<file path="src/rtl/bmt_pkg.sv">
package bmt_pkg;

  localparam int CMD_W   = 8;
  localparam int CHK_W   = 5;
  localparam int FRAME_W = 2 + CMD_W + CHK_W + 1;
  localparam int LEFT_W  = $clog2(FRAME_W + 1);

  typedef logic [CMD_W-1:0]   cmd_t;
  typedef logic [CHK_W-1:0]   chk_t;
  typedef logic [FRAME_W-1:0] frame_t;

  typedef enum logic [1:0] {
    PH_A_EDGE = 2'd0,
    PH_A_MID  = 2'd1,
    PH_B_EDGE = 2'd2,
    PH_B_MID  = 2'd3
  } phase_e;

  // Five check bits over an 8-bit command
  function automatic chk_t cmd_check(input cmd_t d);
    chk_t c;
    c[0] = d[0] ^ d[1] ^ d[2] ^ d[3];
    c[1] = d[0] ^ d[4] ^ d[5] ^ d[6];
    c[2] = d[1] ^ d[2] ^ d[4] ^ d[5] ^ d[7];
    c[3] = d[1] ^ d[3] ^ d[4] ^ d[6] ^ d[7];
    c[4] = (^d) ^ (^c[3:0]);
    return c;
  endfunction

  // Frame laid out MSB first: start, format, command, checks, stop
  function automatic frame_t make_frame(input cmd_t d);
    return {1'b0, 1'b0, d, cmd_check(d), 1'b1};
  endfunction

endpackage

</file>
<file path="src/rtl/bmt_phase_gen.sv">
module bmt_phase_gen
  import bmt_pkg::*;
(
  input  logic   clk,
  input  logic   rst_n,
  output phase_e ph_o,
  output logic   tick_o
);

  logic [1:0] cnt_q;

  always_ff @(posedge clk or negedge rst_n) begin
    if (!rst_n) cnt_q <= 2'd0;
    else        cnt_q <= cnt_q + 2'd1;
  end

  assign ph_o   = phase_e'(cnt_q);
  assign tick_o = (cnt_q == 2'd3);

endmodule

</file>
<file path="src/rtl/bmt_orbit_timer.sv">
module bmt_orbit_timer #(
  parameter int ORBIT_LEN = 3563
) (
  input  logic clk,
  input  logic rst_n,
  input  logic tick_i,
  output logic wrap_o
);

  localparam int ORB_W = $clog2(ORBIT_LEN);
  localparam logic [ORB_W-1:0] LAST = ORB_W'(ORBIT_LEN - 1);

  logic [ORB_W-1:0] cnt_q;
  logic             at_last;

  assign at_last = (cnt_q == LAST);
  assign wrap_o  = tick_i & at_last;

  always_ff @(posedge clk or negedge rst_n) begin
    if (!rst_n)      cnt_q <= '0;
    else if (tick_i) cnt_q <= at_last ? '0 : cnt_q + 1'b1;
  end

endmodule

</file>
<file path="src/rtl/bmt_cmd_arbiter.sv">
module bmt_cmd_arbiter
  import bmt_pkg::*;
#(
  parameter cmd_t BCR_CODE = 8'h01
) (
  input  logic clk,
  input  logic rst_n,
  input  logic tick_i,
  input  logic ready_i,
  input  logic wrap_i,
  input  logic bcr_dis_i,
  input  logic send_req_i,
  input  cmd_t cmd_byte_i,
  output logic load_o,
  output logic load_bcr_o,
  output cmd_t load_byte_o,
  output logic bcr_pend_o,
  output logic sw_pend_o
);

  logic req_q, sw_pend_q, bcr_pend_q;
  cmd_t sw_byte_q;
  logic sw_edge, take_bcr, take_sw;

  assign sw_edge  = send_req_i & ~req_q;
  assign take_bcr = tick_i & ready_i & bcr_pend_q;
  assign take_sw  = tick_i & ready_i & ~bcr_pend_q & sw_pend_q;

  always_ff @(posedge clk or negedge rst_n) begin
    if (!rst_n) begin
      req_q      <= 1'b0;
      sw_pend_q  <= 1'b0;
      bcr_pend_q <= 1'b0;
      sw_byte_q  <= '0;
    end else begin
      req_q      <= send_req_i;
      sw_pend_q  <= (sw_pend_q & ~take_sw) | sw_edge;
      bcr_pend_q <= (bcr_pend_q & ~take_bcr) | (wrap_i & ~bcr_dis_i);
      if (sw_edge) sw_byte_q <= cmd_byte_i;
    end
  end

  assign load_o      = take_bcr | take_sw;
  assign load_bcr_o  = take_bcr;
  assign load_byte_o = take_bcr ? BCR_CODE : sw_byte_q;
  assign bcr_pend_o  = bcr_pend_q;
  assign sw_pend_o   = sw_pend_q;

endmodule

</file>
<file path="src/rtl/bmt_frame_ser.sv">
module bmt_frame_ser
  import bmt_pkg::*;
(
  input  logic clk,
  input  logic rst_n,
  input  logic tick_i,
  input  logic load_i,
  input  cmd_t load_byte_i,
  output logic ready_o,
  output logic b_bit_o
);

  frame_t            sh_q;
  logic [LEFT_W-1:0] left_q;
  logic              gap_q;
  logic              b_q;
  frame_t            fresh;

  assign fresh   = make_frame(load_byte_i);
  assign ready_o = (left_q == '0) & ~gap_q;

  always_ff @(posedge clk or negedge rst_n) begin
    if (!rst_n) begin
      sh_q   <= '1;
      left_q <= '0;
      gap_q  <= 1'b0;
      b_q    <= 1'b1;
    end else if (tick_i) begin
      if (left_q != '0) begin
        b_q    <= sh_q[FRAME_W-1];
        sh_q   <= {sh_q[FRAME_W-2:0], 1'b1};
        left_q <= left_q - 1'b1;
        if (left_q == LEFT_W'(1)) gap_q <= 1'b1;
      end else if (gap_q) begin
        b_q   <= 1'b1;
        gap_q <= 1'b0;
      end else if (load_i) begin
        b_q    <= fresh[FRAME_W-1];
        sh_q   <= {fresh[FRAME_W-2:0], 1'b1};
        left_q <= LEFT_W'(FRAME_W - 1);
      end else begin
        b_q <= 1'b1;
      end
    end
  end

  assign b_bit_o = b_q;

endmodule

</file>
<file path="src/rtl/bmt_line_enc.sv">
module bmt_line_enc
  import bmt_pkg::*;
(
  input  logic   clk,
  input  logic   rst_n,
  input  phase_e ph_i,
  input  logic   tick_i,
  input  logic   trig_i,
  input  logic   b_bit_i,
  output logic   a_bit_o,
  output logic   line_o
);

  logic a_q, line_q, flip;

  always_comb begin
    flip = 1'b1;
    case (ph_i)
      PH_A_EDGE, PH_B_EDGE: flip = 1'b1;
      PH_A_MID:             flip = a_q;
      PH_B_MID:             flip = b_bit_i;
      default:              flip = 1'b1;
    endcase
  end

  always_ff @(posedge clk or negedge rst_n) begin
    if (!rst_n) begin
      a_q    <= 1'b0;
      line_q <= 1'b0;
    end else begin
      if (flip)   line_q <= ~line_q;
      if (tick_i) a_q    <= trig_i;
    end
  end

  assign a_bit_o = a_q;
  assign line_o  = line_q;

endmodule

</file>
<file path="src/rtl/bmt_timing_tx.sv">
module bmt_timing_tx
  import bmt_pkg::*;
#(
  parameter int   ORBIT_LEN = 3563,
  parameter cmd_t BCR_CODE  = 8'h01
) (
  input  logic       clk,
  input  logic       rst_n,
  input  logic       trig_i,
  input  logic [7:0] cmd_byte_i,
  input  logic       send_req_i,
  input  logic       bcr_dis_i,
  output logic       line_o
);

  phase_e ph;
  logic   tick, orbit_wrap, ser_ready, load, load_bcr;
  logic   bcr_pend, sw_pend, a_bit, b_bit;
  cmd_t   load_byte;

  bmt_phase_gen u_phase (
    .clk(clk), .rst_n(rst_n), .ph_o(ph), .tick_o(tick)
  );

  bmt_orbit_timer #(.ORBIT_LEN(ORBIT_LEN)) u_orbit (
    .clk(clk), .rst_n(rst_n), .tick_i(tick), .wrap_o(orbit_wrap)
  );

  bmt_cmd_arbiter #(.BCR_CODE(BCR_CODE)) u_arb (
    .clk(clk), .rst_n(rst_n), .tick_i(tick), .ready_i(ser_ready),
    .wrap_i(orbit_wrap), .bcr_dis_i(bcr_dis_i), .send_req_i(send_req_i),
    .cmd_byte_i(cmd_byte_i), .load_o(load), .load_bcr_o(load_bcr),
    .load_byte_o(load_byte), .bcr_pend_o(bcr_pend), .sw_pend_o(sw_pend)
  );

  bmt_frame_ser u_ser (
    .clk(clk), .rst_n(rst_n), .tick_i(tick), .load_i(load),
    .load_byte_i(load_byte), .ready_o(ser_ready), .b_bit_o(b_bit)
  );

  bmt_line_enc u_enc (
    .clk(clk), .rst_n(rst_n), .ph_i(ph), .tick_i(tick), .trig_i(trig_i),
    .b_bit_i(b_bit), .a_bit_o(a_bit), .line_o(line_o)
  );

endmodule

</file>
<file path="config.mk">
export PLATFORM = sky130hd
export DESIGN_NAME = bmt_timing_tx
export DESIGN_NICKNAME = d
export VERILOG_FILES = /design/src/rtl/bmt_pkg.sv /design/src/rtl/bmt_phase_gen.sv /design/src/rtl/bmt_orbit_timer.sv /design/src/rtl/bmt_cmd_arbiter.sv /design/src/rtl/bmt_frame_ser.sv /design/src/rtl/bmt_line_enc.sv /design/src/rtl/bmt_timing_tx.sv
export SDC_FILE = /design/constraint.sdc
export NUM_CORES = 1
export LEC_CHECK = 0
export BUFFER_PORTS_ARGS = -buffer_cell sky130_fd_sc_hd__buf_2
export CAP_MARGIN = 20
export CORE_ASPECT_RATIO = 1.25
export CORE_MARGIN = 10
export CORE_UTILIZATION = 54
export CTS_BUF_LIST = sky130_fd_sc_hd__clkbuf_16
export DETAILED_ROUTE_END_ITERATION = 10
export PLACE_DENSITY = 0.75
export SLEW_MARGIN = 20
export SYNTH_ARGS = -nofsm -noshare
export SYNTH_HDL_FRONTEND = slang
export SYNTH_SLANG_ARGS = --single-unit
</file>
<file path="constraint.sdc">
create_clock -name clk -period 2 [get_ports clk]
set_input_delay 0.2 -clock clk [delete_from_list [all_inputs] [get_ports clk]]
set_output_delay 0.2 -clock clk [all_outputs]
set_load 0.005 [all_outputs]
</file>
==> metrics.cfg, run 1 <==
[logic_synthesis]
async_reset_ff_share_pct = 100.0
ys_top_cells_by_count = 33 x dfrtp_1, 15 x dfstp_2, 14 x inv_1, 14 x nand2_1
synthesis.area_mm2 = 0.002474
synth.avg_cell_area_um2 = 11.30
ys_warn_count = 0
synth_area_leaders = dfrtp_1 33%, dfstp_2 16%, mux2_2 5.0%
synth_largest_area_cell = dfrtp_1
synth_top_area_share_pct = 33.38
synth_seq_cells = 48
synth_edf_count = 0
netlist_instances = 219
synth-seq-area-share_pct = 49.32
synth.most_common_cell = dfrtp_1
synth.distinct_cells = 48
synth_ff_type = dfrtp_1
syn_nets = 239

[finish]
nets = 272
seq_area_mm2 = 0.001220
final_area_mm2 = 0.002888
diodes = 0
drive_gt1_share_pct = 30.95
area_growth_syn_to_layout_pct = 16.74
multi_input_area_mm2 = 0.001167
fin_util_pct = 65.25
nFillCells = 363

[grt]
antenna_found_initial = 0
grt_pass1_wl_um = 8052
grt_pass1_vias = 1772
grt_use_total_pct = 13.31
globalRoute.totalOverflow = 0
grt_max_degree = 49

[critical_path]
reg2reg_from = u_ser.left_q[0]
critPathLaunchType = flop
critPathBufInv = 3
critPathMaxFanout = 16
cp_cell_sequence = inv_2, ha_4, or4b_4, buf_12, nand2_4, and2_4, buf_4, a22oi_1
critPathSlowestCell = or4b_4
worstPathRequired_ns = 2.16
critPathKind = flop to flop
critPathArrivalTime_ns = 2.04
critPathTopFamily = simple AND/OR/NAND/NOR gates
critPathLaunch = u_ser.left_q[0]
end_kind = flop
cp_slowest_stage_delay_ns = 0.47

[die]
die-area_mm2 = 0.007705
core_area_mm2 = 0.004425
ios = 14
rows = 27
fp.dieH_um = 95.67
die_w_um = 80.54
start_util_pct = 55.89

[cts]
cts.clk_slew.worst_paths_ns = 0.06
clk_latency_ns = 0.28
clk_path_buf_depth = 2
clock_sinks = 48
postCtsHoldBufs = 0
cts_buffers = 5
cts_root_buffer = clkbuf_16
htree_levels = 2
cts_tree = built

[placement]
place_area_mm2 = 0.002706
place_congestion = 0.8765
pre_cts_ws_ns = 0.03313
dp_hpwl_um = 3429
io_buffers = 13

[detailed_routing]
drt-vias-per-instance = 5.597
firstDrtPassIters = 4
antenna_left = 0
wl_per_cell_um = 15.44
route.detailed.drc = 0
drt-total-wl_um = 4787
vias = 1735
first_iter_violations = 101

[timing]
drv_slew = 0
finalSetupViolCount = 0
period_needed_ns = 1.874
post-route-period-util_pct = 93.72
finClkSkew_ns = 0.002519
worst_slack_ns = 0.1257
fmax_ghz = 0.5335
hold_viol_final = 0
worstMarginPinSlew_ns = 0.5983
slew_headroom_pct = 60.11

[power]
powerDensity_mw_per_mm2 = 729.4
p_leak_nw = 1.311
max-vdd-ir-drop_uv = 507.7

[flow_run]
cap_violations = 0

[worst_hold_path]
min_path_type = primary input to async pin

[run_status]
status = finished clean

==> layer usage <==
metal  track usage, %  vias up  wire length [um]
met5                0        -                 0
met4            5.294        0                82
met2            24.07       36              2560
met1            14.22      849              1957
met3            3.578        6               187
li1                 -      844                 -
==> cell usage in the layout (no fill, tap or decap), types with 2 or more instances in the layout <==
cell type	count
mux2_2	11
nor2_1	13
ha_1	6
a22o_1	3
clkinv_1	2
dfstp_2	15
inv_1	12
and3_1	4
buf_2	13
nor3_1	5
mux2_4	2
and2_1	2
xnor3_1	2
nand4_1	3
nand3_1	5
a222oi_1	6
dfrtp_1	33
o31ai_1	2
xor2_1	8
buf_4	18
nor2b_1	3
o21ai_0	7
a21o_1	2
nand2_1	14
xnor2_1	13
a21oi_1	12
inv_2	2
clkbuf_16	5
a22oi_1	2
buf_6	2
==> final cells by class <==
class | instances | share of cell area [%]
flip-flops and latches | 48 | 42.24
well taps | 58 | 2.513
repair buffers | 34 | 8.406
clock buffers | 5 | 4.333
multi-input cells | 149 | 40.42
clock inverters | 2 | 0.2600
inverters | 14 | 1.820
==> what timing repair did <==
action,CTS,global route
hold endpoints to repair,0,0
buffers inserted,0,3
resized for setup,0,8
setup endpoints to repair,0,13
==> logic make-up after synthesis <==
family | after synthesis | share of synthesized area [%]
compound gates | 43 | 12.75
xor+xnor | 23 | 9.256
fa+ha+maj | 7 | 3.541
buf+inv | 22 | 4.249
flops | 48 | 49.32
mux | 15 | 7.082
simple gates | 61 | 13.81
==> power by group <==
part           internal (mW)  total [mW]  switching (mW)
registers               1.01        1.05          0.0404
logic                  0.167       0.288           0.121
clock network          0.447       0.769           0.322
==> metrics by stage <==
step / power [mW] / hold WS, ns / TNS, ns / instances
2_1_floorplan: 1.258 / -0.09559 / 0 / 219
3_3_place_gp: 1.345 / 0.3182 / 0 / 300
3_5_place_dp: 1.357 / 0.3211 / 0 / 300
4_1_cts: 2.128 / 0.02613 / 0 / 307
5_1_grt: 2.196 / 0.02544 / -0.01660 / 310
6_report: 2.106 / 0.01153 / 0 / 310
==> sequential cells by signal, indices dropped and copies added, names as in the netlist <==
signal / count
u_phase.ph_o: 2
u_enc.line_o: 1
u_ser.gap_q: 1
u_arb.bcr_pend_o: 1
u_orbit.cnt_q: 12
u_arb.sw_pend_o: 1
u_ser.sh_q: 14
u_enc.a_bit_o: 1
u_arb.sw_byte_q: 8
u_ser.b_bit_o: 1
u_arb.req_q: 1
u_ser.left_q: 5
==> final timing paths <==
check	to	slack, ns	depth (start not counted)
setup reg to reg	u_ser.left_q[1]	0.13	8
min in group clk	u_arb.req_q	0.03	1
setup / recovery	u_ser.left_q[1]	0.13	8
hold / removal	u_orbit.cnt_q[9]	0.01	2
hold reg to reg	u_phase.ph_o[0]	0.46	1
max in group asynchronous	u_ser.gap_q	1.58	2
(Power assumes the default switching activity.)
==> run 2: changes to the inputs <==
--- a/config.mk
+++ b/config.mk
@@ -5,15 +5,16 @@
 export SDC_FILE = /design/constraint.sdc
 export NUM_CORES = 1
 export LEC_CHECK = 0
-export BUFFER_PORTS_ARGS = -buffer_cell sky130_fd_sc_hd__buf_2
+export BUFFER_PORTS_ARGS = -buffer_cell sky130_fd_sc_hd__buf_4
 export CAP_MARGIN = 20
 export CORE_ASPECT_RATIO = 1.25
 export CORE_MARGIN = 10
-export CORE_UTILIZATION = 54
+export CORE_UTILIZATION = 55
 export CTS_BUF_LIST = sky130_fd_sc_hd__clkbuf_16
 export DETAILED_ROUTE_END_ITERATION = 10
-export PLACE_DENSITY = 0.75
+export PLACE_DENSITY = 0.76
 export SLEW_MARGIN = 20
 export SYNTH_ARGS = -nofsm -noshare
 export SYNTH_HDL_FRONTEND = slang
+export SYNTH_HIERARCHICAL = 1
 export SYNTH_SLANG_ARGS = --single-unit
==> metrics.cfg, run 2 <==
[run_status]
status = finished, violations left
violations = setup timing

[finish]
diodes = 0  ; unchanged
final_area_mm2 = 0.003292  ; +14%
largest_reg_flops = 14  ; unchanged
reg_top3 = u_ser/sh_q: 14 flops, u_orbit/cnt_q: 12 flops, u_arb/sw_byte_q: 8 flops
seq_area_mm2 = 0.001220  ; unchanged
finalNonFillerCells = 335  ; +8.1%
nFillCells = 300  ; -17%
fin_util_pct = 73.82  ; +8.6 points
final_common_cell = buf_4
nets = 295  ; +8.5%
area_growth_syn_to_layout_pct = 28.28
final_cell_mix = 40 x buf_4, 35 x nand2_1, 33 x dfrtp_1, 15 x dfstp_2
drive_gt1_share_pct = 44.40  ; +13 points
multi_input_area_mm2 = 0.001441  ; +23%
regMostFlops = u_ser/sh_q

[timing]
period_needed_ns = 2.684  ; +0.8092 ns
final.setup.tns_ns = -9.341  ; -9.341 ns
worst_slack_ns = -0.6836  ; -0.8092 ns
drv_slew = 0  ; unchanged
fmax_ghz = 0.3726  ; -30%
worstMarginPinSlew_ns = 0.5965  ; -0.001780 ns
finClkSkew_ns = 0.005359  ; +0.002840 ns
post-route-period-util_pct = 134.2  ; +40 points
slew_headroom_pct = 60.23  ; +0.12 points
finalSetupViolCount = 20  ; +20
rsz0062_at_grt = yes
hold_viol_final = 0  ; unchanged

[worst_hold_path]
hold_end = u_arb/req_q
hold_depth = 1
min_path_type = primary input to flop
min_from = send_req_i

[cts]
cts_root_buffer = clkbuf_16
htree_levels = 2  ; unchanged
cts_buffers = 5  ; unchanged
cts_tree = built
clk_latency_ns = 0.28  ; about the same
clk_path_buf_depth = 2  ; unchanged
clock_sinks = 48  ; unchanged
cts.clk_slew.worst_paths_ns = 0.06  ; about the same

[die]
core_area_mm2 = 0.004459  ; +0.76%
rows = 27  ; unchanged
die_w_um = 81.10  ; +0.70%
start_util_pct = 57.55  ; +1.7 points
fp.dieH_um = 96.37  ; +0.73%
ios = 14  ; unchanged
die-area_mm2 = 0.007815  ; +1.4%

[grt]
grt_use_total_pct = 15.63  ; +2.3 points
globalRoute.busiestLayer = met2
grt_max_degree = 49  ; unchanged
antenna_found_initial = 0  ; unchanged
grt_pass1_wl_um = 9384  ; +17%
grtUsageMet2_pct = 27.39  ; +3.3 points
grt_use_met1_pct = 17.61  ; +3.4 points
globalRoute.totalOverflow = 0  ; unchanged
grt_pass1_vias = 2003  ; +13%
met3_usage_pct = 3.327  ; -0.25 points

[critical_path]
end_kind = flop
critPathLaunchType = flop
reg2reg_from = u_ser/left_q[1]
critPathKind = flop to flop
critPathArrivalTime_ns = 2.86  ; +0.82 ns
r2r_end = u_ser/sh_q[6]
r2r_cells = 10  ; +2
rrSetupSlack_ns = -0.68  ; -0.81 ns
critPathMaxFanout = 8  ; -8
worstPathRequired_ns = 2.18  ; +0.02 ns

[power]
p_int_mw = 2.394  ; +48%
max-vdd-ir-drop_uv = 670.6  ; +32%
powerDensity_mw_per_mm2 = 1060  ; +45%
seqPwrFrac_pct = 41.9  ; -7.9 points
clkPwrFrac_pct = 22.4  ; -14 points
power_mw = 3.490  ; +66%
p_leak_nw = 1.476  ; +13%
switching_share_pct = 31.41  ; +8.4 points
comb_power_share_pct = 35.7  ; +22 points
p_sw_mw = 1.096  ; +130%

[logic_synthesis]
netlist_instances = 234  ; +6.8%
ys_warn_count = 6  ; +6
synth.avg_cell_area_um2 = 10.97  ; -2.9%
syn_nets = 252  ; +5.4%
synthesis.area_mm2 = 0.002566  ; +3.7%

[placement]
dp_hpwl_um = 3746  ; +9.2%
place_area_mm2 = 0.002979  ; +10%
place_congestion = 0.8209  ; -6.3%
io_buffers = 13  ; unchanged
placed_cells = 319  ; +6.3%

[detailed_routing]
vias = 1921  ; +11%
route.detailed.drc = 0  ; unchanged
first_iter_violations = 158  ; +56%
drt-total-wl_um = 5900  ; +23%
antenna_left = 0  ; unchanged
firstDrtPassIters = 4  ; unchanged
drt-vias-per-instance = 5.734  ; +2.5%
wl_per_cell_um = 17.61  ; +14%

[flow_run]
cap_violations = 0  ; unchanged

-- run 2: cell count changes in the layout (fill, tap and decap cells not counted), moves of 7 or more --
cell | before | now
nand2_1 | 14 | 35
buf_4 | 18 | 40
nor2_4 | 0 | 7
a31oi_1 | 1 | 9
a31oi_2 | 0 | 7
mux2_2 | 11 | 1
buf_2 | 13 | 0
-- run 2: worst max-delay path, cell delays in order, from the launching register on --
cell,delay [ns]
dfrtp_1,0.39
inv_2,0.08
ha_4,0.13
or4b_4,0.48
nor2_4,0.16
nand3_4,0.14
and2_4,0.21
xnor3_1,0.37
xor2_2,0.18
xnor2_1,0.16
o31ai_1,0.28
-- run 2: worst max path at each step --
| stage | cells after the start | to | start | slack (ns) |
|---|---|---|---|---|
| after global routing | 10 | u_ser/sh_q[6] | u_ser/left_q[1] | -0.76 |
| after CTS | 10 | u_ser/sh_q[6] | u_ser/left_q[1] | -0.58 |
| after detailed placement | 10 | u_ser/sh_q[6] | u_ser/left_q[1] | -0.56 |
| final | 10 | u_ser/sh_q[6] | u_ser/left_q[1] | -0.68 |
| after floorplan | 12 | u_ser/sh_q[6] | u_ser/left_q[0] | -0.70 |
| after global placement | 10 | u_ser/sh_q[6] | u_ser/left_q[1] | -0.41 |
-- run 2: metal layers --
metal  wire length, um  vias to the layer above
met2              3137                       51
met4               164                        0
met1              2357                      944
met5                 0                        -
met3               240                       15
li1                  -                      911
-- run 2: timing repair --
action | 4_1_cts | 5_1_grt
setup endpoints to repair | 19 | 19
hold buffers | 1 | 0
endpoints found under the hold margin | 33 | 0
pin swaps | 7 | 3
resized for setup | 12 | 3
buffers inserted | 5 | 3
gates cloned | 1 | 1
-- run 2: per-stage QoR --
stage	setup slack [ns]	hold slack [ns]
floorplan	-0.7012	-0.09559
global placement	-0.4056	0.2480
detailed placement	-0.5580	0.2491
CTS	-0.5750	0.03352
global route	-0.7552	0.02390
finish	-0.6836	0.03459
-- run 2: power groups by stage --
stage / logic, mW / registers (mW) / clock network (mW)
after floorplan: 0.781 / 1.44 / 0
after global placement: 1.06 / 1.45 / 0
after detailed placement: 1.11 / 1.46 / 0
after CTS: 1.20 / 1.45 / 0.797
after global routing: 1.34 / 1.49 / 0.848
final: 1.25 / 1.46 / 0.783
-- run 2: layout make-up --
type / count / area share, %
multi-input combinational: 169 / 43.79
sequential: 48 / 37.06
clock buffer: 5 / 3.801
tap: 58 / 2.204
inverter: 7 / 0.7982
clock inverter: 2 / 0.2661
timing repair buffer: 46 / 12.09
==> run 3: changes to the inputs <==
--- a/config.mk
+++ b/config.mk
@@ -9,12 +9,11 @@
 export CAP_MARGIN = 20
 export CORE_ASPECT_RATIO = 1.25
 export CORE_MARGIN = 10
-export CORE_UTILIZATION = 55
+export CORE_UTILIZATION = 54
 export CTS_BUF_LIST = sky130_fd_sc_hd__clkbuf_16
 export DETAILED_ROUTE_END_ITERATION = 10
-export PLACE_DENSITY = 0.76
+export PLACE_DENSITY = 0.75
 export SLEW_MARGIN = 20
 export SYNTH_ARGS = -nofsm -noshare
 export SYNTH_HDL_FRONTEND = slang
-export SYNTH_HIERARCHICAL = 1
 export SYNTH_SLANG_ARGS = --single-unit
==> metrics.cfg, run 3 (same netlist as run 1, synthesis figures left out) <==
[placement]
placed_cells = 298  ; -6.6%
dp_hpwl_um = 3425  ; -8.6%
place_congestion = 0.8604  ; +4.8%
io_buffers = 13  ; unchanged

[timing]
hold_viol_final = 0  ; unchanged
fmax_ghz = 0.5319  ; +43%
slew_headroom_pct = 59.43  ; -0.81 points
post-route-period-util_pct = 94.01  ; -40 points
finalSetupViolCount = 0  ; -100%
drv_slew = 0  ; unchanged
final.setup.tns_ns = 0  ; +9.341 ns
finClkSkew_ns = 0.008009  ; +0.002650 ns
worstMarginPinSlew_ns = 0.6086  ; +0.01210 ns
period_needed_ns = 1.880  ; -0.8034 ns

[cts]
cts_buffers = 5  ; unchanged
cts_tree = built
clk_path_buf_depth = 2  ; unchanged
htree_levels = 2  ; unchanged
cts.clk_slew.worst_paths_ns = 0.06  ; about the same
cts_root_buffer = clkbuf_16
clk_latency_ns = 0.29  ; about the same
clock_sinks = 48  ; unchanged

[critical_path]
critPathMaxFanout = 16  ; +8
rrSetupSlack_ns = 0.12  ; +0.80 ns
worstPathRequired_ns = 2.21  ; +0.03 ns
critPathSlowestCell = or4b_4
end_kind = flop
critPathKind = flop to flop
critPathArrivalTime_ns = 2.09  ; -0.77 ns
critPathLaunchType = flop
cp_slowest_stage_delay_ns = 0.48  ; about the same
cp_cell_sequence = inv_1, ha_1, or4b_4, buf_12, and2_1, a221o_1

[die]
fp.dieH_um = 95.67  ; -0.73%
die-area_mm2 = 0.007705  ; -1.4%
die_w_um = 80.54  ; -0.69%
rows = 27  ; unchanged
start_util_pct = 55.89  ; -1.7 points
ios = 14  ; unchanged
core_area_mm2 = 0.004425  ; -0.76%

[grt]
grt_pass1_wl_um = 8190  ; -13%
grt_pass1_vias = 1764  ; -12%
grt_use_total_pct = 13.40  ; -2.2 points
grt_max_degree = 49  ; unchanged
antenna_found_initial = 0  ; unchanged
globalRoute.totalOverflow = 0  ; unchanged

[finish]
largest_reg_flops = 14  ; unchanged
final_cell_mix = 33 x dfrtp_1, 28 x buf_4, 15 x dfstp_2, 14 x inv_1, 14 x nand2_1
area_growth_syn_to_layout_pct = 17.65
nets = 269  ; -8.8%
reg_top3 = u_ser.sh_q: 14 flops, u_orbit.cnt_q: 12 flops, u_arb.sw_byte_q: 8 flops
diodes = 0  ; unchanged
regMostFlops = u_ser.sh_q
drive_gt1_share_pct = 30.00  ; -14 points
final_common_cell = dfrtp_1
finalNonFillerCells = 308  ; -8.1%

[worst_hold_path]
min_path_type = primary input to flop

[power]
p_leak_nw = 1.307  ; -12%
powerDensity_mw_per_mm2 = 741.0  ; -30%
max-vdd-ir-drop_uv = 526.7  ; -21%

[detailed_routing]
drt-vias-per-instance = 5.623  ; -1.9%
first_iter_violations = 114  ; -28%
drt-total-wl_um = 4672  ; -21%
firstDrtPassIters = 6  ; +2
antenna_left = 0  ; unchanged
vias = 1732  ; -9.8%
route.detailed.drc = 0  ; unchanged
wl_per_cell_um = 15.17  ; -14%

[flow_run]
cap_violations = 0  ; unchanged

[run_status]
status = finished clean

[run 3: cell types whose count changed in the layout (fill, tap and decap cells not counted), moves of 7 or more]
cell	change
a31oi_1	-8
a31oi_2	-7
nor2_4	-7
mux2_2	+10
nand2_1	-21
buf_4	-12
inv_1	+8
[run 3: worst max-delay path: cells and delay by family (launching register included)]
| family | cells | cell delay, ns |
|---|---|---|
| DFF | 1 | 0.37 |
| and+or+nand+nor | 2 | 0.67 |
| AOI/OAI and AO/OA | 1 | 0.35 |
| buffers and inverters | 2 | 0.25 |
| adders and majority gates | 1 | 0.16 |
[run 3: final cells by class]
class,count,area (um^2)
inverters,14,52.55
flip-flops and latches,48,1220
multi-input cells,149,1175
clock buffers,5,125.1
fillers,353,1515
well taps,58,72.57
clock inverters,3,13.76
repair buffers,31,251.5
[run 3: power breakdown]
group	internal [mW]	switching, mW
Combinational	0.180	0.130
Sequential	1.01	0.0381
Clock	0.454	0.346
[run 3: routing by layer]
layer / share of wire [%] / vias to the layer above / track usage (%)
met5: 0 / - / 0
met4: 2.5 / 0 / 6.765
met3: 3.5 / 12 / 3.202
met2: 51 / 40 / 22.41
met1: 43 / 847 / 15.58
li1: - / 833 / -
[run 3: worst paths after layout]
| kind | start | to | cells after the start |
|---|---|---|---|
| max | u_ser.left_q[1] | u_ser.sh_q[4] | 6 |
| min | send_req_i | u_arb.req_q | 1 |
| max reg2reg | u_ser.left_q[1] | u_ser.sh_q[4] | 6 |
| min reg2reg | u_ser.sh_q[14] | u_ser.sh_q[14] | 2 |
| max in group asynchronous | rst_n | u_enc.line_o | 2 |
| min in group asynchronous | rst_n | u_ser.gap_q | 2 |
[run 3: repair_timing]
action                                  CTS  global route
gates resized for setup                   0             7
endpoints found under the setup margin    0             9
buffers inserted                          0             1
hold endpoints to repair                 33             0
hold buffers                              1             0
[run 3: per-stage QoR]
stage                     area (um^2)  setup WS, ns  util (%)  total power [mW]  hold WS (ns)
after detailed placement         2724       0.07500     61.55             1.367        0.2494
after global routing             2910     -0.001615     65.76             2.243       0.02275
after floorplan                  2474        0.1249         -             1.258      -0.09559
after global placement           2724        0.1255     61.55             1.357        0.2459
final                            2910        0.1199     65.76             2.157       0.02740
after CTS                        2873       0.05056     64.91             2.171       0.02611
